===== config.mk =====
export PLATFORM = sky130hd
export DESIGN_NAME = vec_irq_ctrl
export DESIGN_NICKNAME = d
export VERILOG_FILES = /design/src/rtl/irq_pkg.sv /design/src/rtl/irq_edge_detect.sv /design/src/rtl/irq_prio_sel.sv /design/src/rtl/vec_irq_ctrl.sv
export SDC_FILE = /design/constraint.sdc
export NUM_CORES = 1
export LEC_CHECK = 0
export ABC_AREA = 1
export BUFFER_PORTS_ARGS = -buffer_cell sky130_fd_sc_hd__buf_2
export CAP_MARGIN = 10
export CORE_MARGIN = 2
export CORE_UTILIZATION = 50
export DETAILED_ROUTE_END_ITERATION = 6
export GPL_TIMING_DRIVEN = 1
export HOLD_SLACK_MARGIN = 0.03
export PLACE_DENSITY = 0.76
export SLEW_MARGIN = 30
export SYNTH_ARGS = -nofsm -noshare
export SYNTH_HDL_FRONTEND = slang
export SYNTH_HIERARCHICAL = 1
export SYNTH_SLANG_ARGS = --single-unit

===== constraint.sdc =====
create_clock -name clk_i -period 3.5 [get_ports clk_i]
set_input_delay 0.175 -clock clk_i [delete_from_list [all_inputs] [get_ports clk_i]]
set_output_delay 0.175 -clock clk_i [all_outputs]
set_load 0.02 [all_outputs]

===== src/rtl/irq_pkg.sv =====
package irq_pkg;
  localparam int NUM_IRQ  = 6;
  localparam int IRQ_IDW  = $clog2(NUM_IRQ);
  localparam int NUM_PINS = 3;
  localparam int PRIO_W   = 3;

  typedef enum logic [1:0] {
    REG_FLAGS = 2'd0,
    REG_MASK  = 2'd1,
    REG_PRIO  = 2'd2,
    REG_NONE  = 2'd3
  } reg_addr_e;

  localparam int GIE_BIT = 7;
endpackage


===== src/rtl/irq_edge_detect.sv =====
module irq_edge_detect #(
  parameter int N        = 3,
  parameter int STAGES   = 2,
  parameter int RISE_IDX = 1
) (
  input  logic         clk_i,
  input  logic         rst_ni,
  input  logic [N-1:0] pins_i,
  output logic [N-1:0] fall_o,
  output logic         rise_o
);
  logic [N-1:0] sync_q [STAGES];
  logic [N-1:0] prev_q;
  logic [STAGES:0] armed_q;

  always_ff @(posedge clk_i or negedge rst_ni) begin
    if (!rst_ni) sync_q[0] <= '0;
    else         sync_q[0] <= pins_i;
  end

  for (genvar s = 1; s < STAGES; s++) begin : g_sync
    always_ff @(posedge clk_i or negedge rst_ni) begin
      if (!rst_ni) sync_q[s] <= '0;
      else         sync_q[s] <= sync_q[s-1];
    end
  end

  always_ff @(posedge clk_i or negedge rst_ni) begin
    if (!rst_ni) begin
      prev_q  <= '0;
      armed_q <= '0;
    end else begin
      prev_q  <= sync_q[STAGES-1];
      armed_q <= {armed_q[STAGES-1:0], 1'b1};
    end
  end

  // suppress edges until the whole chain holds real pin samples
  assign fall_o = armed_q[STAGES] ? (prev_q & ~sync_q[STAGES-1]) : '0;
  assign rise_o = armed_q[STAGES] & ~prev_q[RISE_IDX] & sync_q[STAGES-1][RISE_IDX];


  rise_once_chk: assert property (@(posedge clk_i) disable iff (!rst_ni)
    rise_o |=> !rise_o);

  fall_once_chk: assert property (@(posedge clk_i) disable iff (!rst_ni)
    (fall_o != '0) |=> ((fall_o & $past(fall_o)) == '0));
endmodule


===== src/rtl/irq_prio_sel.sv =====
module irq_prio_sel #(
  parameter int N      = 6,
  parameter int IDW    = 3,
  parameter int CODE_W = 3
) (
  input  logic [N-1:0]      pend_i,
  input  logic [CODE_W-1:0] code_i,
  output logic              valid_o,
  output logic [IDW-1:0]    id_o
);
  int unsigned start;

  always_comb begin
    start   = (int'(code_i) < N) ? int'(code_i) : 0;
    valid_o = 1'b0;
    id_o    = '0;
    for (int k = 0; k < N; k++) begin
      int unsigned idx;
      idx = start + k;
      if (idx >= N) idx = idx - N;
      if (!valid_o && pend_i[idx]) begin
        valid_o = 1'b1;
        id_o    = IDW'(idx);
      end
    end
  end
endmodule


===== src/rtl/vec_irq_ctrl.sv =====
module vec_irq_ctrl
  import irq_pkg::*;
#(
  parameter int DATA_W = 8,
  parameter int VEC_W  = 8,
  parameter int STAGES = 2
) (
  input  logic               clk_i,
  input  logic               rst_ni,
  input  logic               pin_a_i,
  input  logic               pin_b_i,
  input  logic               pin_c_i,
  input  logic               tmr0_pulse_i,
  input  logic               tmr1_pulse_i,
  input  logic [1:0]         bus_addr_i,
  input  logic [DATA_W-1:0]  bus_wdata_i,
  input  logic               bus_we_i,
  output logic [DATA_W-1:0]  bus_rdata_o,
  input  logic               irq_ack_i,
  output logic               irq_req_o,
  output logic [IRQ_IDW-1:0] irq_id_o,
  output logic [VEC_W-1:0]   vec_lo_o,
  output logic [VEC_W-1:0]   vec_hi_o
);
  logic [NUM_IRQ-1:0]  req_q, req_d, edge_set, ack_clr, pend;
  logic [DATA_W-1:0]   mask_q;
  logic [PRIO_W-1:0]   prio_q;
  logic [NUM_PINS-1:0] pin_fall;
  logic                pin_b_rise, gie, grant, wr_flags, wr_mask, wr_prio;

  // pin order: [0]=A, [1]=B, [2]=C
  irq_edge_detect #(.N(NUM_PINS), .STAGES(STAGES), .RISE_IDX(1)) u_edge (
    .clk_i  (clk_i),
    .rst_ni (rst_ni),
    .pins_i ({pin_c_i, pin_b_i, pin_a_i}),
    .fall_o (pin_fall),
    .rise_o (pin_b_rise)
  );

  assign edge_set = {tmr1_pulse_i, tmr0_pulse_i, pin_b_rise,
                     pin_fall[0], pin_fall[2], pin_fall[1]};

  assign wr_flags = bus_we_i && (bus_addr_i == REG_FLAGS);
  assign wr_mask  = bus_we_i && (bus_addr_i == REG_MASK);
  assign wr_prio  = bus_we_i && (bus_addr_i == REG_PRIO);

  assign gie   = mask_q[GIE_BIT];
  assign pend  = req_q & mask_q[NUM_IRQ-1:0] & {NUM_IRQ{gie}};
  assign grant = irq_ack_i && irq_req_o;

  irq_prio_sel #(.N(NUM_IRQ), .IDW(IRQ_IDW), .CODE_W(PRIO_W)) u_prio (
    .pend_i  (pend),
    .code_i  (prio_q),
    .valid_o (irq_req_o),
    .id_o    (irq_id_o)
  );

  always_comb begin
    ack_clr = '0;
    if (grant) ack_clr[irq_id_o] = 1'b1;
  end

  // software write beats ack; source events beat both
  always_comb begin
    if (wr_flags) req_d = bus_wdata_i[NUM_IRQ-1:0];
    else          req_d = req_q & ~ack_clr;
    req_d = req_d | edge_set;
  end

  always_ff @(posedge clk_i or negedge rst_ni) begin
    if (!rst_ni) begin
      req_q  <= '0;
      mask_q <= '0;
      prio_q <= '0;
    end else begin
      req_q <= req_d;
      if (wr_mask)    mask_q <= bus_wdata_i;
      else if (grant) mask_q[GIE_BIT] <= 1'b0;
      if (wr_prio)    prio_q <= bus_wdata_i[PRIO_W-1:0];
    end
  end

  always_comb begin
    unique case (bus_addr_i)
      REG_FLAGS: bus_rdata_o = DATA_W'(req_q);
      REG_MASK:  bus_rdata_o = mask_q;
      REG_PRIO:  bus_rdata_o = DATA_W'(prio_q);
      default:   bus_rdata_o = '0;
    endcase
  end

  assign vec_lo_o = VEC_W'(irq_id_o) << 1;
  assign vec_hi_o = vec_lo_o | VEC_W'(1);


  tmr0_set_chk: assert property (@(posedge clk_i) disable iff (!rst_ni)
    tmr0_pulse_i |=> req_q[4]);

  tmr1_set_chk: assert property (@(posedge clk_i) disable iff (!rst_ni)
    tmr1_pulse_i |=> req_q[5]);

  req_gated_chk: assert property (@(posedge clk_i) disable iff (!rst_ni)
    irq_req_o |-> (gie && req_q[irq_id_o] && mask_q[irq_id_o]));

  gie_drop_chk: assert property (@(posedge clk_i) disable iff (!rst_ni)
    (irq_ack_i && irq_req_o && !wr_mask) |=> !mask_q[GIE_BIT]);

  flag_clr_chk: assert property (@(posedge clk_i) disable iff (!rst_ni)
    (irq_ack_i && irq_req_o && !wr_flags && !edge_set[irq_id_o]) |=> !req_q[$past(irq_id_o)]);

  idle_ack_chk: assert property (@(posedge clk_i) disable iff (!rst_ni)
    (irq_ack_i && !irq_req_o && !bus_we_i) |=> $stable(mask_q));
endmodule


Word level (Yosys, flattened, before mapping) --
Cells that the tools add are included. W data, S select, Z words.
Storage, ports and cells: bits in registers 29, output and inout port bits 28, word-level logic and storage cells 102
Operators by class: $add $sub $neg 11, order comparisons 15, equal/unequal tests 2, multiplexer cells 39, bitwise operators 10, reductions and logical operators 17
Operator list (number):
- $ge A32 B3 Y1 const B | 6
- $lt A32 B4 Y1 const B | 6
- $mux W32 | 6
- $sub A32 B3 Y32 const B | 6
- $add A32 B2 Y32 const B | 2
- $add A32 B3 Y32 const B | 2
- $add A32 B1 Y32 const B | 1
- $mux W3 | 8
- $pmux W8 S3 | 1
- $and A6 B6 Y6 | 3
- $bmux W1 S3 | 6
- $mux W1 | 15
- $mux W6 | 2
- $logic_and A1 B1 Y1 | 10
- $not A6 Y6 | 1
- $or A6 B6 Y6 | 1
- $logic_not A1 Y1 | 5
- $lt A3 B4 Y1 const B | 1
- $and A3 B3 Y3 | 1
- $demux W1 S3 | 1
- $ge A3 B1 Y1 const B | 1
- $lt A3 B3 Y1 const B | 1
- $not A3 Y3 | 1
- $and A1 B1 Y1 | 2
- 5 further kinds | 5

Longest topological paths before layout --
Gate-level depths: netlist of run 1.
word-level depth 31, depth in mapped cells 27, depth with buffers taken out 27

By module --
The synthesis of run 1 kept the hierarchy.
Modules (own cells, without submodules):
- vec_irq_ctrl | instances 1, cells each 162, area an instance 1141.1 µm², sequential area each 425.4 µm²
- irq_prio_sel | instances 1, cells each 155, area an instance 889.6 µm², sequential area each 0.0 µm²
- irq_edge_detect | instances 1, cells each 21, area an instance 334.1 µm², sequential area each 300.3 µm²

Least setup slack after synthesis of run 1 --
No wires, ideal clock.
kind reg-to-reg, start point register prio_q[1], end point register req_q[1], setup time 0.116 ns, arrival 2.938 ns, required time 3.384 ns, slack 0.445 ns, cell stages (with the launch flop) 26, path buffers 0, clock period less this slack 3.055 ns, cells stage by stage dfrtp_1 -> ha_1 -> inv_1 -> nand2_2 -> inv_1 -> ha_1 -> inv_1 -> ha_1 -> nand2_1 -> nand2_1 -> nand2_1 -> nand2_1 -> nand2_1 -> nand3_2 -> nand2_4 -> nand2_4 -> nor2_8 -> nand2_4 -> nor2_4 -> nand3_1 -> nand2_1 -> inv_1 -> nor2_1 -> nand2_1 -> nand2_1 -> nand2_1
Between the ends: longest elaborated chain between the ends 31, elaborated cells between the ends (all ways) 70
RTL lines:
- start: declaration | RTL line vec_irq_ctrl.sv:27 | logic [PRIO_W-1:0] prio_q;
- start signal: assignment | RTL line vec_irq_ctrl.sv:79 | if (wr_prio) prio_q <= bus_wdata_i[PRIO_W-1:0];
- $lt A3 B3 Y1 | RTL line irq_prio_sel.sv:14 | start = (int'(code_i) < N) ? int'(code_i) : 0;
- $mux W3 (*) | RTL line irq_prio_sel.sv:14
- parallel branches: the longest is 19 deep, another holds $add A32 B1 Y32
- $mux W3 (*) | RTL line irq_prio_sel.sv:21 | if (!valid_o && pend_i[idx]) begin
- named net irq_id_o[0] | RTL line vec_irq_ctrl.sv:21 | output logic [IRQ_IDW-1:0] irq_id_o,
- $lt A3 B4 Y1 (not written as such) or $ge A3 B1 Y1 (tied branches) | RTL line vec_irq_ctrl.sv:60 | if (grant) ack_clr[irq_id_o] = 1'b1;
- $logic_and A1 B1 Y1 (not written as such) | RTL line vec_irq_ctrl.sv:60
- $mux W1 (not written as such) | RTL line vec_irq_ctrl.sv:60
- $demux W1 S3 (*) | RTL line vec_irq_ctrl.sv:60
- $mux W6 (*) | RTL line vec_irq_ctrl.sv:60
- $not A6 Y6 (*) | RTL line vec_irq_ctrl.sv:66 | else req_d = req_q & ~ack_clr;
- $and A6 B6 Y6 (*) | RTL line vec_irq_ctrl.sv:66
- $mux W6 (*) | RTL line vec_irq_ctrl.sv:65 | if (wr_flags) req_d = bus_wdata_i[NUM_IRQ-1:0];
- $or A6 B6 Y6 (*) | RTL line vec_irq_ctrl.sv:67 | req_d = req_d | edge_set;
- named net req_d[1] | RTL line vec_irq_ctrl.sv:25 | logic [NUM_IRQ-1:0] req_q, req_d, edge_set, ack_clr, pend;
- end signal: assignment | RTL line vec_irq_ctrl.sv:76 | req_q <= req_d;
- end: declaration | RTL line vec_irq_ctrl.sv:25
Mark *: on every way through the listed nets, which the timed path passes. The select of a mux whose other input is x is not followed. A chain may end at the register's enable or synchronous reset.

Worst setup path in the final report of run 1 --
start point register prio_q[1], end point output irq_id_o[1]
Between the ends: longest elaborated chain between the ends 22, elaborated cells between the ends (all ways) 58
RTL lines (RTL line):
- $lt A3 B3 Y1 | irq_prio_sel.sv:14
- $mux W3 (*) | irq_prio_sel.sv:14
- parallel branches: the longest is 19 deep, another holds $add A32 B1 Y32
- $mux W3 (*) | irq_prio_sel.sv:21
- end: declaration | vec_irq_ctrl.sv:21
Every way passes the cells marked *. The select of a mux whose other input is x is not followed.

==> results_dict.tcl, run 1 <==
set metrics [dict create \
    outcome "finished clean" \
    row_count 25 \
    htree_levels 2 \
    max_freq_mhz 308 \
    setup_ws_ps 249 \
    coreArea_um2 4630 \
    worstReg2RegStart "prio_q[1]" \
    multi_input_area_um2 1270 \
    portBuffers 36 \
    hold_violations 0 \
    clock_skew_ps 6.38 \
    critPathCaptureType "output pin" \
    holdWs_ps 108 \
    start_util_pct 51.1 \
    fillers 455 \
    drt_iter0_markers 92 \
    synth.distinct_cells 29 \
    post_drt_wl_per_cell_um 11.0 \
    crit_path_end "irq_id_o[1]" \
    synth_seq_cells 29 \
    max_slew_margin_pct 57.2 \
    io_pins 47 \
    r2r_cells 25 \
    route.vias.total 2076 \
    root_buffer "clkbuf_8" \
    num-nets-final 403 \
    vdd_drop_max_uv 355 \
    finalCritPeriodShare_pct 92.9 \
    period_minus_slack_ps 3250 \
    die_h_um 72.8 \
    grt_pass1_vias 1829 \
    synth_ff_type "dfrtp_1" \
    cp_max_fo 8 \
    hpwlAfterDp_mm 3.77 \
    synth-seq-area-share_pct 30.7 \
    synth_area_um2 2360 \
    startpoint "prio_q[1]" \
    gp_congestion 0.836 \
    synth_edf_count 0 \
    final_common_cell "nand2_1" \
    drt-total-wl_mm 4.72 \
    min_path_type "in -> reg" \
    cts_max_path_buffers 2 \
    grtUsageTotal_pct 18.9 \
    slew_violations 0 \
    whs_path_depth 3 \
    p_leak_nw 1.44 \
    pwr_density_cell_nw_per_um2 630 \
    antennaDiodeCount 0 \
    critPathKind "reg -> out" \
    grt_overflow_total 0 \
    yosysWarningCount 6 \
    postSynthCellCount 338 \
    cts-buffers-inserted 5 \
    clock_latency_ps 270 \
    avgSynthCellArea_um2 7.00 \
    grt_pass1_wl_mm 7.76 \
    dieArea_um2 5300 \
    final_cell_area_um2 2640 \
    cts_tree "built" \
    cp_data_required_time_ps 3320 \
    area_delta_synth_final_pct 11.4 \
    post-place-ws_ps 277 \
    finalPower_mw 1.66 \
    r2r_slack_ps 320 \
    antenna_found_initial 0 \
    firstDrtPassIters 4 \
    regArea_um2 728 \
    die_w_um 72.8 \
    detail-route-antenna-nets 0 \
    setup_viol 0 \
    dpl_cell_area_um2 2490 \
    drv_cap 0 \
    viasPerCell 4.84 \
    clock-sinks 29 \
    synthArstFlopShare_pct 100 \
    start_kind "flop" \
    layout_common_cells "93 x nand2_1, 56 x inv_1, 35 x buf_2" \
    utilization_pct 56.9 \
    cts.reportedPaths.clkPinSlew_ps 60 \
    cp.arrival_ps 3080 \
    drive_above_1_share_pct 24.5 \
    reg2reg_to "req_q[3]" \
    drc 0 \
    grt_max_degree 30 \
    tightest_slew_ps 642 \
]
cell families after synthesis:
| family | after synthesis | share of synthesized area (%) |
|---|---|---|
| flip-flops | 29 | 30.7 |
| AO/OA/AOI/OAI | 35 | 9.63 |
| buffers and inverters | 84 | 17.0 |
| AND/OR/NAND/NOR | 176 | 36.7 |
| other | 3 | 0.476 |
| XOR/XNOR | 2 | 0.741 |
| adder cells (fa/ha/maj) | 9 | 4.76 |
layout make-up:
| cell class | count | share of cell area, % |
|---|---|---|
| inverters | 64 | 9.12 |
| well taps | 54 | 2.56 |
| multi-input cells | 233 | 48.4 |
| clock buffers | 7 | 3.28 |
| repair buffers | 42 | 9.02 |
| flip-flops and latches | 29 | 27.6 |
cell usage after synthesis, types with 8 or more instances:
cell type | number | area (µm²)
nor2_1 | 18 | 67.6
ha_1 | 9 | 113
o21ai_1 | 9 | 45.0
inv_1 | 56 | 210
nand3_1 | 24 | 120
o21ai_0 | 11 | 55.1
nor3_1 | 8 | 40.0
nand2_2 | 10 | 62.6
dfrtp_1 | 29 | 726
nand2_1 | 95 | 357
buf_4 | 17 | 128
worst max-delay path, stage by stage (launching register included):
cell     delay [ps]
dfrtp_2         460
ha_1            210
inv_1            60
nand2_2          50
inv_1           130
ha_1            160
inv_1            40
ha_1            320
nand2_1         120
nand2_1         100
nand2_1          70
nand2_1          70
nand2_1          70
nand3_2          90
nand2_4         100
nand2_4          70
nor2_8          120
nand2_4          70
nor2_4          100
nand3_1          90
nand2_2         120
buf_2           180
state kept, by name, indices dropped and copies added (netlist names):
| name | flops |
|---|---|
| req_q | 6 |
| prio_q | 3 |
| u_edge/armed_q | 3 |
| u_edge/prev_q | 3 |
| u_edge/sync_q | 6 |
| mask_q | 8 |
per-layer routing:
metal | part of all wire (%) | GRT usage (%)
met5 | 0 | 0
met4 | 2.4 | 9.26
met3 | 2.9 | 3.04
met2 | 52 | 33.8
met1 | 43 | 21.8
worst min-delay path by stage:
| stage | from | to |
|---|---|---|
| after floorplan | rst_ni | mask_q[0] |
| after global placement | rst_ni | mask_q[6] |
| after detailed placement | rst_ni | mask_q[6] |
| after CTS | bus_wdata_i[7] | mask_q[7] |
| after global routing | bus_wdata_i[7] | mask_q[7] |
| final | bus_wdata_i[7] | mask_q[7] |
power breakdown:
group          internal [mW]  total (mW)  leakage (nW)  switching [mW]
clock                  0.155       0.269        0.0443           0.114
combinational          0.321       0.971          1.06           0.650
sequential             0.390       0.421         0.340          0.0305
timing repair:
item	4_1_cts	5_1_grt
hold buffers	4	0
setup buffers	0	1
gates resized for setup	0	6
endpoints found under the setup margin	0	14
hold endpoints to repair	32	0
through the flow:
| stage | cells | setup TNS (ps) |
|---|---|---|
| detailed placement | 417 | 0 |
| finish | 429 | 0 |
| global placement | 417 | 0 |
| CTS | 428 | 0 |
| floorplan | 346 | 0 |
| global route | 429 | -14.9 |
Power figures use the tool's default switching activity.
==> run 2: changes to the inputs <==
--- a/config.mk
+++ b/config.mk
@@ -14,6 +14,7 @@
 export GPL_TIMING_DRIVEN = 1
 export HOLD_SLACK_MARGIN = 0.03
 export PLACE_DENSITY = 0.76
+export RECOVER_POWER = 50
 export SLEW_MARGIN = 30
 export SYNTH_ARGS = -nofsm -noshare
 export SYNTH_HDL_FRONTEND = slang
==> run 2 against run 1 <==
The flow now finishes with violations (capacitance limit, slew limit); clock power about the same; register-to-register slack about the same; global-route usage unchanged; combinational power about the same; utilization decreased by 0.16 points; sequential share of layout area increased by 0.079 points; non-clock buffer count unchanged; die area unchanged; maximum frequency increased by 0.20%; sequential cell count unchanged; worst setup slack improved by 6.4 ps; sequential power about the same.
==> results_dict.tcl, run 2 (synthesis results as in run 1) <==
set metrics [dict create \
    outcome "finished with violations" \
    violations "capacitance limit, slew limit" \
    start_kind "flop" \
    portBuffers 36 \
    hpwlAfterDp_mm 3.77 \
    pwr_density_cell_nw_per_um2 631 \
    reg_top3 "mask_q: 8 flops, req_q: 6 flops, u_edge/sync_q: 6 flops" \
    clock_latency_ps 270 \
    start_util_pct 51.1 \
    hold_violations 0 \
    drv_cap 1 \
    cts.reportedPaths.clkPinSlew_ps 60 \
    die_h_um 72.8 \
    drt-total-wl_mm 4.74 \
    viasPerCell 4.87 \
    grt_overflow_total 0 \
    htree_levels 2 \
    area_delta_synth_final_pct 11.1 \
    critPathKind "reg -> out" \
    setup_viol 0 \
    max_slew_margin_pct -1.48 \
    die_w_um 72.8 \
    detail-route-antenna-nets 0 \
    coreArea_um2 4630 \
    num-nets-final 403 \
    row_count 25 \
    grt_pass1_vias 1829 \
    dpl_cell_area_um2 2490 \
    route.vias.total 2090 \
    cts_tree "built" \
    root_buffer "clkbuf_8" \
    drc 0 \
    max_freq_mhz 308 \
    drt_iter0_markers 84 \
    antenna_found_initial 0 \
    grt_pass1_wl_mm 7.76 \
    clock_skew_ps 5.39 \
    fillers 456 \
    firstDrtPassIters 4 \
    tightest_slew_ps 1520 \
    cts_max_path_buffers 2 \
    final_cells 429 \
    multi_input_area_um2 1270 \
    clock-sinks 29 \
    cp_data_required_time_ps 3320 \
    regArea_um2 728 \
    antennaDiodeCount 0 \
    p_leak_nw 1.44 \
    cts-buffers-inserted 5 \
    top_register "mask_q" \
    final_common_cell "nand2_1" \
    whs_path_depth 3 \
    cp.arrival_ps 3070 \
    critPathCaptureType "output pin" \
    cp_max_fo 8 \
    largest_reg_flops 8 \
    gp_congestion 0.836 \
    grt_max_degree 30 \
    vdd_drop_max_uv 355 \
    r2r_cells 25 \
    place_inst 417 \
    io_pins 47 \
    slew_violations 30 \
    period_minus_slack_ps 3240 \
    post_drt_wl_per_cell_um 11.1 \
    finalCritPeriodShare_pct 92.7 \
    drive_above_1_share_pct 23.5 \
    final_cell_area_um2 2630 \
    dieArea_um2 5300 \
    grtUsageTotal_pct 18.9 \
    layout_common_cells "93 x nand2_1, 57 x inv_1, 33 x buf_2" \
    fin_tns_setup_ps 0 \
    min_path_type "in -> reg" \
]
## run 2: worst paths after layout
path                                         from                end  slack [ps]
min in group asynchronous                  rst_ni           req_q[3]         800
worst max-delay path                    prio_q[1]        irq_id_o[1]         260
worst max register to register          prio_q[1]           req_q[3]         320
max in group asynchronous                  rst_ni          prio_q[1]        1700
worst min register to register  u_edge/armed_q[1]  u_edge/armed_q[2]         350
worst min-delay path               bus_wdata_i[7]          mask_q[7]         110
## run 2: cell type report
class,count,area share [%]
multi-input cells,233,48.3
flip-flops and latches,29,27.7
inverters,64,9.14
repair buffers,42,8.95
clock buffers,7,3.29
well taps,54,2.57
## run 2: per-stage QoR
stage	worst slack (ps)	power (mW)	utilization (%)	hold slack, ps
3_3_place_gp	340	1.36	53.8	229
6_report	255	1.66	56.8	109
3_5_place_dp	277	1.37	53.8	231
2_1_floorplan	445	1.24	-	-121
4_1_cts	119	1.65	56.5	102
5_1_grt	-6.04	1.81	56.8	103
## run 2: what timing repair did
action,4_1_cts,5_1_grt
hold endpoints to repair,32,0
gates resized for setup,0,6
setup endpoints to repair,0,14
setup buffers,0,1
hold buffers,4,0
## run 2: critical path: stages (launching register included)
cell,delay (ps)
dfrtp_2,460
ha_1,210
inv_1,60
nand2_2,50
inv_1,130
ha_1,160
inv_1,40
ha_1,320
nand2_1,120
nand2_1,100
nand2_1,70
nand2_1,70
nand2_1,70
nand3_2,90
nand2_4,100
nand2_4,70
nor2_8,120
nand2_4,70
nor2_4,100
nand3_1,90
nand2_2,120
buf_2,180
## run 2: per-layer routing
layer	global-route usage, %	routed length [µm]	vias up
met5	0	0	-
met2	33.8	2430	45
met4	9.26	111	0
li1	-	-	1086
met3	3.04	140	8
met1	21.8	2060	951
## run 2: power by group
part	switching [mW]	total [mW]	internal (mW)
clock network	0.112	0.267	0.155
logic	0.649	0.969	0.320
registers	0.0311	0.422	0.390
